File: src/rtl/rfsh_pkg.sv
`timescale 1ns/1ps
package rfsh_pkg;

    typedef enum logic [2:0] {
        ST_IDLE   = 3'd0,
        ST_REQ    = 3'd1,
        ST_SETUP  = 3'd2,
        ST_STROBE = 3'd3,
        ST_PRECH  = 3'd4
    } rf_state_e;

    typedef enum logic {
        RF_CBR = 1'b0,
        RF_ROW = 1'b1
    } rf_mode_e;

    typedef struct packed {
        logic req;
        logic ras_n;
        logic cas_n;
        logic drive_row;
    } rf_pins_t;

    // bits needed to hold values 0..max_val
    function automatic int unsigned cnt_width(input int unsigned max_val);
        return (max_val < 2) ? 1 : $clog2(max_val + 1);
    endfunction

    // strobe/request levels for each sequencer state
    function automatic rf_pins_t pins_for(input rf_state_e st, input rf_mode_e m);
        rf_pins_t p;
        p.req       = 1'b0;
        p.ras_n     = 1'b1;
        p.cas_n     = 1'b1;
        p.drive_row = 1'b0;
        case (st)
            ST_REQ: p.req = 1'b1;
            ST_SETUP: begin
                p.req       = 1'b1;
                p.cas_n     = (m == RF_ROW);
                p.drive_row = (m == RF_ROW);
            end
            ST_STROBE: begin
                p.req       = 1'b1;
                p.ras_n     = 1'b0;
                p.cas_n     = (m == RF_ROW);
                p.drive_row = (m == RF_ROW);
            end
            ST_PRECH: p.req = 1'b1;
            default: p.req = 1'b0;
        endcase
        return p;
    endfunction

endpackage

File: src/rtl/rf_interval_timer.sv
`timescale 1ns/1ps
module rf_interval_timer
    import rfsh_pkg::*;
#(
    parameter int unsigned INTERVAL_CYC = 3900
) (
    input  logic clk,
    input  logic rst,
    input  logic en,
    output logic tick
);
    localparam int unsigned CW = cnt_width(INTERVAL_CYC - 1);
    localparam logic [CW-1:0] LAST = CW'(INTERVAL_CYC - 1);

    logic [CW-1:0] cnt_q;

    always_ff @(posedge clk) begin
        if (rst || !en) begin
            cnt_q <= '0;
        end else if (cnt_q == LAST) begin
            cnt_q <= '0;
        end else begin
            cnt_q <= cnt_q + 1'b1;
        end
    end

    assign tick = en && (cnt_q == LAST);
endmodule

File: src/rtl/rf_powerup_seq.sv
`timescale 1ns/1ps
module rf_powerup_seq
    import rfsh_pkg::*;
#(
    parameter int unsigned PAUSE_CYC      = 50000,
    parameter int unsigned INIT_REFRESHES = 8
) (
    input  logic clk,
    input  logic rst,
    input  logic refresh_done,
    output logic pause_done,
    output logic init_load,
    output logic ready
);
    localparam int unsigned PW = cnt_width(PAUSE_CYC);
    localparam int unsigned IW = cnt_width(INIT_REFRESHES);
    localparam logic [PW-1:0] P_LAST = PW'(PAUSE_CYC - 1);

    logic [PW-1:0] p_cnt_q;
    logic          p_done_q;
    logic [IW-1:0] left_q;

    assign init_load = !p_done_q && (p_cnt_q == P_LAST);

    always_ff @(posedge clk) begin
        if (rst) begin
            p_cnt_q  <= '0;
            p_done_q <= 1'b0;
        end else if (!p_done_q) begin
            if (init_load) begin
                p_done_q <= 1'b1;
            end else begin
                p_cnt_q <= p_cnt_q + 1'b1;
            end
        end
    end

    always_ff @(posedge clk) begin
        if (rst) begin
            left_q <= '0;
        end else if (init_load) begin
            left_q <= IW'(INIT_REFRESHES);
        end else if (refresh_done && (left_q != '0)) begin
            left_q <= left_q - 1'b1;
        end
    end

    assign pause_done = p_done_q;
    assign ready      = p_done_q && (left_q == '0);
endmodule

File: src/rtl/rf_pending_ctr.sv
`timescale 1ns/1ps
module rf_pending_ctr #(
    parameter int unsigned MAX_PEND  = 8,
    parameter int unsigned INIT_LOAD = 8,
    parameter int unsigned PEND_W    = 4
) (
    input  logic              clk,
    input  logic              rst,
    input  logic              load,
    input  logic              tick,
    input  logic              done,
    output logic [PEND_W-1:0] pend,
    output logic              pend_nz,
    output logic              pend_more
);
    logic [PEND_W-1:0] pend_q;

    always_ff @(posedge clk) begin
        if (rst) begin
            pend_q <= '0;
        end else if (load) begin
            pend_q <= PEND_W'(INIT_LOAD);
        end else begin
            case ({tick, done})
                2'b10: if (pend_q != PEND_W'(MAX_PEND)) pend_q <= pend_q + 1'b1;
                2'b01: if (pend_q != '0) pend_q <= pend_q - 1'b1;
                default: pend_q <= pend_q;
            endcase
        end
    end

    assign pend      = pend_q;
    assign pend_nz   = (pend_q != '0);
    assign pend_more = (pend_q > PEND_W'(1));
endmodule

File: src/rtl/rf_row_ctr.sv
`timescale 1ns/1ps
module rf_row_ctr #(
    parameter int unsigned ROW_W = 10
) (
    input  logic             clk,
    input  logic             rst,
    input  logic             adv,
    output logic [ROW_W-1:0] row
);
    logic [ROW_W-1:0] row_q;

    always_ff @(posedge clk) begin
        if (rst) begin
            row_q <= '0;
        end else if (adv) begin
            row_q <= row_q + 1'b1;
        end
    end

    assign row = row_q;
endmodule

File: src/rtl/rf_cycle_fsm.sv
`timescale 1ns/1ps
module rf_cycle_fsm
    import rfsh_pkg::*;
#(
    parameter int unsigned T_SET = 3,
    parameter int unsigned T_RAS = 13,
    parameter int unsigned T_RP  = 8
) (
    input  logic     clk,
    input  logic     rst,
    input  logic     pend_nz,
    input  logic     pend_more,
    input  logic     bus_gnt,
    input  rf_mode_e mode_sel,
    output rf_pins_t pins,
    output logic     done,
    output rf_mode_e mode_lat
);
    localparam int unsigned MAX_A  = (T_SET > T_RP) ? T_SET : T_RP;
    localparam int unsigned PH_MAX = (T_RAS > MAX_A) ? T_RAS : MAX_A;
    localparam int unsigned PHW    = cnt_width(PH_MAX);
    localparam logic [PHW-1:0] SET_LAST = PHW'(T_SET - 1);
    localparam logic [PHW-1:0] RAS_LAST = PHW'(T_RAS - 1);
    localparam logic [PHW-1:0] RP_LAST  = PHW'(T_RP - 1);

    rf_state_e      state_q;
    logic [PHW-1:0] ph_q;
    rf_mode_e       mode_q;

    always_ff @(posedge clk) begin
        if (rst) begin
            state_q <= ST_IDLE;
            ph_q    <= '0;
            mode_q  <= RF_CBR;
        end else begin
            case (state_q)
                ST_IDLE: begin
                    if (pend_nz) state_q <= ST_REQ;
                end
                ST_REQ: begin
                    if (bus_gnt) begin
                        state_q <= ST_SETUP;
                        ph_q    <= SET_LAST;
                        mode_q  <= mode_sel;
                    end
                end
                ST_SETUP: begin
                    if (ph_q == '0) begin
                        state_q <= ST_STROBE;
                        ph_q    <= RAS_LAST;
                    end else begin
                        ph_q <= ph_q - 1'b1;
                    end
                end
                ST_STROBE: begin
                    if (ph_q == '0) begin
                        state_q <= ST_PRECH;
                        ph_q    <= RP_LAST;
                    end else begin
                        ph_q <= ph_q - 1'b1;
                    end
                end
                ST_PRECH: begin
                    if (ph_q == '0) begin
                        if (pend_more && bus_gnt) begin
                            state_q <= ST_SETUP;
                            ph_q    <= SET_LAST;
                            mode_q  <= mode_sel;
                        end else begin
                            state_q <= ST_IDLE;
                        end
                    end else begin
                        ph_q <= ph_q - 1'b1;
                    end
                end
                default: state_q <= ST_IDLE;
            endcase
        end
    end

    assign done     = (state_q == ST_PRECH) && (ph_q == '0);
    assign pins     = pins_for(state_q, mode_q);
    assign mode_lat = mode_q;
endmodule

File: src/rtl/dram_refresh_sched.sv
`timescale 1ns/1ps
module dram_refresh_sched
    import rfsh_pkg::*;
#(
    parameter int unsigned INTERVAL_CYC   = 3900,
    parameter int unsigned PAUSE_CYC      = 50000,
    parameter int unsigned INIT_REFRESHES = 8,
    parameter int unsigned MAX_PEND       = 8,
    parameter int unsigned ROW_W          = 10,
    parameter int unsigned CAS_LANES      = 2,
    parameter int unsigned T_SET          = 3,
    parameter int unsigned T_RAS          = 13,
    parameter int unsigned T_RP           = 8
) (
    input  logic                 clk,
    input  logic                 rst,
    input  logic                 mode_ras_only,
    input  logic                 bus_gnt,
    output logic                 bus_req,
    output logic                 ras_n,
    output logic [CAS_LANES-1:0] cas_n,
    output logic [ROW_W-1:0]     addr,
    output logic                 ready
);
    localparam int unsigned PEND_W = cnt_width(MAX_PEND);

    logic              tick;
    logic              pause_done;
    logic              init_load;
    logic              refresh_done;
    logic [PEND_W-1:0] pend;
    logic              pend_nz;
    logic              pend_more;
    logic [ROW_W-1:0]  row;
    rf_pins_t          pins;
    rf_mode_e          mode_lat;
    rf_mode_e          mode_sel;

    assign mode_sel = rf_mode_e'(mode_ras_only);

    rf_powerup_seq #(
        .PAUSE_CYC      (PAUSE_CYC),
        .INIT_REFRESHES (INIT_REFRESHES)
    ) u_pwrup (
        .clk          (clk),
        .rst          (rst),
        .refresh_done (refresh_done),
        .pause_done   (pause_done),
        .init_load    (init_load),
        .ready        (ready)
    );

    rf_interval_timer #(
        .INTERVAL_CYC (INTERVAL_CYC)
    ) u_timer (
        .clk  (clk),
        .rst  (rst),
        .en   (ready),
        .tick (tick)
    );

    rf_pending_ctr #(
        .MAX_PEND  (MAX_PEND),
        .INIT_LOAD (INIT_REFRESHES),
        .PEND_W    (PEND_W)
    ) u_pend (
        .clk       (clk),
        .rst       (rst),
        .load      (init_load),
        .tick      (tick),
        .done      (refresh_done),
        .pend      (pend),
        .pend_nz   (pend_nz),
        .pend_more (pend_more)
    );

    rf_cycle_fsm #(
        .T_SET (T_SET),
        .T_RAS (T_RAS),
        .T_RP  (T_RP)
    ) u_fsm (
        .clk       (clk),
        .rst       (rst),
        .pend_nz   (pend_nz),
        .pend_more (pend_more),
        .bus_gnt   (bus_gnt),
        .mode_sel  (mode_sel),
        .pins      (pins),
        .done      (refresh_done),
        .mode_lat  (mode_lat)
    );

    rf_row_ctr #(
        .ROW_W (ROW_W)
    ) u_row (
        .clk (clk),
        .rst (rst),
        .adv (refresh_done && (mode_lat == RF_ROW)),
        .row (row)
    );

    assign bus_req = pins.req;
    assign ras_n   = pins.ras_n;
    assign addr    = pins.drive_row ? row : '0;

    for (genvar g = 0; g < CAS_LANES; g++) begin : g_cas_lane
        assign cas_n[g] = pins.cas_n;
    end
endmodule

File: config.mk
export PLATFORM = sky130hd
export DESIGN_NAME = dram_refresh_sched
export DESIGN_NICKNAME = d
export VERILOG_FILES = /design/src/rtl/rfsh_pkg.sv /design/src/rtl/rf_interval_timer.sv /design/src/rtl/rf_powerup_seq.sv /design/src/rtl/rf_pending_ctr.sv /design/src/rtl/rf_row_ctr.sv /design/src/rtl/rf_cycle_fsm.sv /design/src/rtl/dram_refresh_sched.sv
export SDC_FILE = /design/constraint.sdc
export NUM_CORES = 1
export LEC_CHECK = 0
export CORE_ASPECT_RATIO = 1.5
export CORE_MARGIN = 10
export CORE_UTILIZATION = 30
export DETAILED_ROUTE_END_ITERATION = 12
export PLACE_DENSITY = 0.54
export SETUP_SLACK_MARGIN = 0.2
export SYNTH_ARGS = -nofsm -noshare
export SYNTH_HDL_FRONTEND = slang
export SYNTH_HIERARCHICAL = 1
export SYNTH_SLANG_ARGS = --single-unit
File: constraint.sdc
create_clock -name clk -period 5.15 [get_ports clk]
set_input_delay 0.7725 -clock clk [delete_from_list [all_inputs] [get_ports clk]]
set_output_delay 0.7725 -clock clk [all_outputs]
set_load 0.01 [all_outputs]
==> run summary <==
The run finished with clean final reports. The leading register cell type out of synthesis was sky130_fd_sc_hd__dfxtp_1. The starting density of the core was 0.3096; the total area of sequential cells was 1101 µm². The top cell types in the final layout, fill and taps aside, are 55 x sky130_fd_sc_hd__dfxtp_1, 36 x sky130_fd_sc_hd__nor2_1, 25 x sky130_fd_sc_hd__a21oi_1. The number of buffers inserted by post-CTS setup repair is 0. The die is 142.8 µm tall. Counting the fill cells in the layout gives 1006. The path class of the tightest hold or removal check is flip-flop to flip-flop. After synthesis, the netlist uses 66 different library cells. For this design, the CTS-stage hold fixing added 0 buffers. At the worst endpoint, the arrival time is 3.26 ns.

The setup check on the worst reg-to-reg path leaves a slack of 2.07 ns. Pin placement for this block handled 19 I/O pins. Category of the worst setup path capture point: a flip-flop.

Across the VDD grid, the largest voltage drop is 0.1680 mV. In this run the most critical hold path is launched from u_timer/cnt_q[0]$_SDFF_PP0_. In this run the core area contains 44 standard-cell rows. Share of final-layout standard cells stronger than drive strength 1: 0.09116. The clock period could shrink to 3.075 ns. The number of endpoints with negative hold slack in the final report came out at 0. The largest driver fanout on the critical path was 13. The flop and latch count out of synthesis works out to 55.

For this block, the routed nets add up to 6.094 mm of wire. Before antenna repair, the detailed router went through 4 iterations. After detailed routing, the average wire length per cell comes to 12.78 µm. The clock skew after layout is 0.007752 ns, and the die area is 14550 µm². The via count normalized by instance count was 5.291; the proportion of synthesized chip area in sequential cells was 0.3650. The routed layout has 2524 vias. The count of input and output buffers was 18. TritonCTS built the clock tree. Leading cell type in the layout, fill and taps excluded: sky130_fd_sc_hd__dfxtp_1. The synthesized netlist occupies a cell area of 3017 µm². After legalization and detailed placement, the total HPWL measured 4.415 mm. The worst register-to-register path ends at u_row/row[9]$_SDFFE_PP0P_. The count of final max-slew check failures was 0; the maximum clock frequency was 325.2 MHz. The tools report the overall power of the completed layout as 0.8821 mW. The DRC marker count from the first detailed-route iteration was 72; the number of enable-type register cells in the synthesized netlist was 0. Once detail routing completed, the nets flagged for antenna violations numbered 0.

The overall routing resource usage is 0.08713. For the number of antenna repair diodes, the log shows 0. The worst endpoint required time is 5.34 ns. Launching point of the worst reg2reg path: u_fsm/state_q[2]$_SDFFE_PP0P_. For the final routed database, the setup TNS stands at 0 ns.

The layout overhead on the synthesized area was 14.39%; the internal power of the cells was 0.7115 mW. The tools report the TritonCTS sink count as 55. The tools report the synthesized netlist net count as 361. The tools report the endpoint of the worst hold-timing path as u_timer/cnt_q[0]$_SDFF_PP0_. A synthesized cell averages 8.619 µm². The combinational group share of total power is 0.018. Proportion of power drawn by flip-flops and latches: 0.486. Setup violations remaining at the end of the flow were counted as 0. The share of synthesized registers carrying an async set or reset was 0; the multi-input logic area was 1754 µm².

The switching share of total power is 0.1934, and the post-cts repair resize count is 0. The type of element launching the critical path was a flip-flop. The logs give 6 for the number of synthesis warnings and 0.1706 mW for the power spent charging and discharging nets.

After the last flow step, the layout net total stands at 372. The final period utilization is 0.5971. The tree is rooted in a sky130_fd_sc_hd__clkbuf_16. Setup repair after global routing left no endpoint under its margin.

In this run, CTS created clock tree buffers numbering 5. The later pin in the worst-skew pair is clocked with a latency of 0.29 ns. The number of global-route vias before repair came out at 2381. The depth of the worst hold-timing path came out at 1.

The first global-routing pass estimated 10.63 mm of wire. The run gives 350 as the number of instances in the synthesized netlist. The category of the critical setup timing path was flip-flop to flip-flop. For the headroom to the max-slew limit, the log shows 0.4441. The total overflow reported by the global router was 0; the area inside the core boundary was 9744 µm². Actual slew at the worst max-slew pin: 0.8308 ns. The tools report the deepest clock path buffer count as 2.

The die is 101.9 µm wide. Clock-pin slew was measured on the worst setup and hold paths at 0.07 ns. The tools report the number of antenna violations at the first check in global routing as 0. Entering global routing, the biggest net connects 45 pins. Total number of H-tree levels: 2. The max-cap check violation count was 0; the path depth of the worst reg2reg path was 6. After detailed routing, the number of remaining DRC violations is 0.

The tools report the clock share of power as 0.496. The static leakage was 1.122 nW; the routability congestion estimate from global placement was 0.7701. Power density over the cells: 255.6 nW/µm².
==> cells in the mapped netlist, types with 6 or more instances <==
library cell | instances | area share
sky130_fd_sc_hd__a21oi_1 | 25 | 0.041
sky130_fd_sc_hd__a31oi_1 | 6 | 0.012
sky130_fd_sc_hd__and2_1 | 16 | 0.033
sky130_fd_sc_hd__clkbuf_1 | 6 | 0.0075
sky130_fd_sc_hd__dfxtp_1 | 55 | 0.36
sky130_fd_sc_hd__ha_1 | 7 | 0.029
sky130_fd_sc_hd__inv_1 | 17 | 0.021
sky130_fd_sc_hd__nand2_1 | 19 | 0.024
sky130_fd_sc_hd__nand3_1 | 12 | 0.020
sky130_fd_sc_hd__nand4_1 | 10 | 0.021
sky130_fd_sc_hd__nor2_1 | 36 | 0.045
sky130_fd_sc_hd__o21ai_0 | 15 | 0.025
sky130_fd_sc_hd__o31ai_1 | 8 | 0.020
sky130_fd_sc_hd__or3_1 | 8 | 0.017
sky130_fd_sc_hd__or4_1 | 8 | 0.020
sky130_fd_sc_hd__xnor2_1 | 10 | 0.029
sky130_fd_sc_hd__xor2_1 | 9 | 0.026
==> power groups by stage <==
stage          Clock [mW]  Sequential, mW  Combinational [mW]
2_1_floorplan           0           0.438             0.00992
3_3_place_gp            0           0.439              0.0160
3_5_place_dp            0           0.439              0.0162
4_1_cts             0.452           0.429              0.0162
5_1_grt             0.466           0.429              0.0182
6_report            0.438           0.429              0.0156
==> per-stage QoR <==
stage	cells	util	hold slack (ns)	area, µm²	setup slack [ns]
floorplan	350	-	0.4299	3017	1.975
global placement	469	0.3344	0.4531	3258	2.161
detailed placement	469	0.3344	0.4618	3258	2.040
CTS	477	0.3541	0.4782	3451	2.036
global route	477	0.3541	0.5064	3451	1.809
finish	477	0.3541	0.4721	3451	2.075
==> worst max-delay path by stage <==
stage,depth (start not counted),start,to,slack [ns]
final,6,u_fsm/state_q[2]$_SDFFE_PP0P_,u_row/row[9]$_SDFFE_PP0P_,2.07
after global routing,6,u_fsm/state_q[2]$_SDFFE_PP0P_,u_row/row[9]$_SDFFE_PP0P_,1.81
after CTS,4,u_fsm/state_q[1]$_SDFFE_PP0P_,addr[1],2.04
after detailed placement,6,u_fsm/state_q[2]$_SDFFE_PP0P_,u_row/row[9]$_SDFFE_PP0P_,2.04
after global placement,6,u_fsm/state_q[2]$_SDFFE_PP0P_,u_row/row[9]$_SDFFE_PP0P_,2.16
after floorplan,10,u_pwrup/left_q[0]$_SDFFE_PP0P_,u_pend/pend[3]$_SDFFE_PP0P_,1.97
==> kinds of logic (layout without fill, tap and decap cells) <==
kind of cell	count (synthesis)	count (layout)	share of synthesized area
xor+xnor	19	19	0.05516
fa+ha+maj	7	7	0.02903
compound gates	80	80	0.1833
mux	6	6	0.02032
simple gates	150	150	0.2937
buf+inv	33	45	0.05350
flops	55	55	0.3650
==> area by class of cell <==
cell class | count | area share
Multi-Input combinational cell | 262 | 0.5083
Timing Repair Buffer | 20 | 0.05656
Clock inverter | 3 | 0.01958
Clock buffer | 5 | 0.03626
Sequential cell | 55 | 0.3191
Tap cell | 115 | 0.04170
Inverter | 17 | 0.01849
==> state kept, by name, indices dropped and copies added, names as in the netlist <==
register and cells:
u_fsm/mode_lat 1, u_fsm/ph_q 4, u_timer/cnt_q 12, u_pwrup/p_cnt_q 16
u_pend/pend 4, u_row/row 10, u_pwrup/pause_done 1, u_fsm/state_q 3
u_pwrup/left_q 4
==> per-layer routing <==
| layer | part of all wire | GRT usage |
|---|---|---|
| met1 | 0.42 | 0.09213 |
| met2 | 0.52 | 0.1604 |
| met3 | 0.042 | 0.02367 |
| met4 | 0.020 | 0.02981 |
| met5 | 0 | 0 |
==> critical path: stages, from the launching register on <==
cell                      delay [ns]
sky130_fd_sc_hd__dfxtp_1        0.51
sky130_fd_sc_hd__or3b_2         0.57
sky130_fd_sc_hd__nor2_1         0.67
sky130_fd_sc_hd__and2_1         0.39
sky130_fd_sc_hd__nand3_2        0.15
sky130_fd_sc_hd__nor4_1         0.31
sky130_fd_sc_hd__mux2_2         0.37
Note: power is estimated with default switching activity, not from simulation.
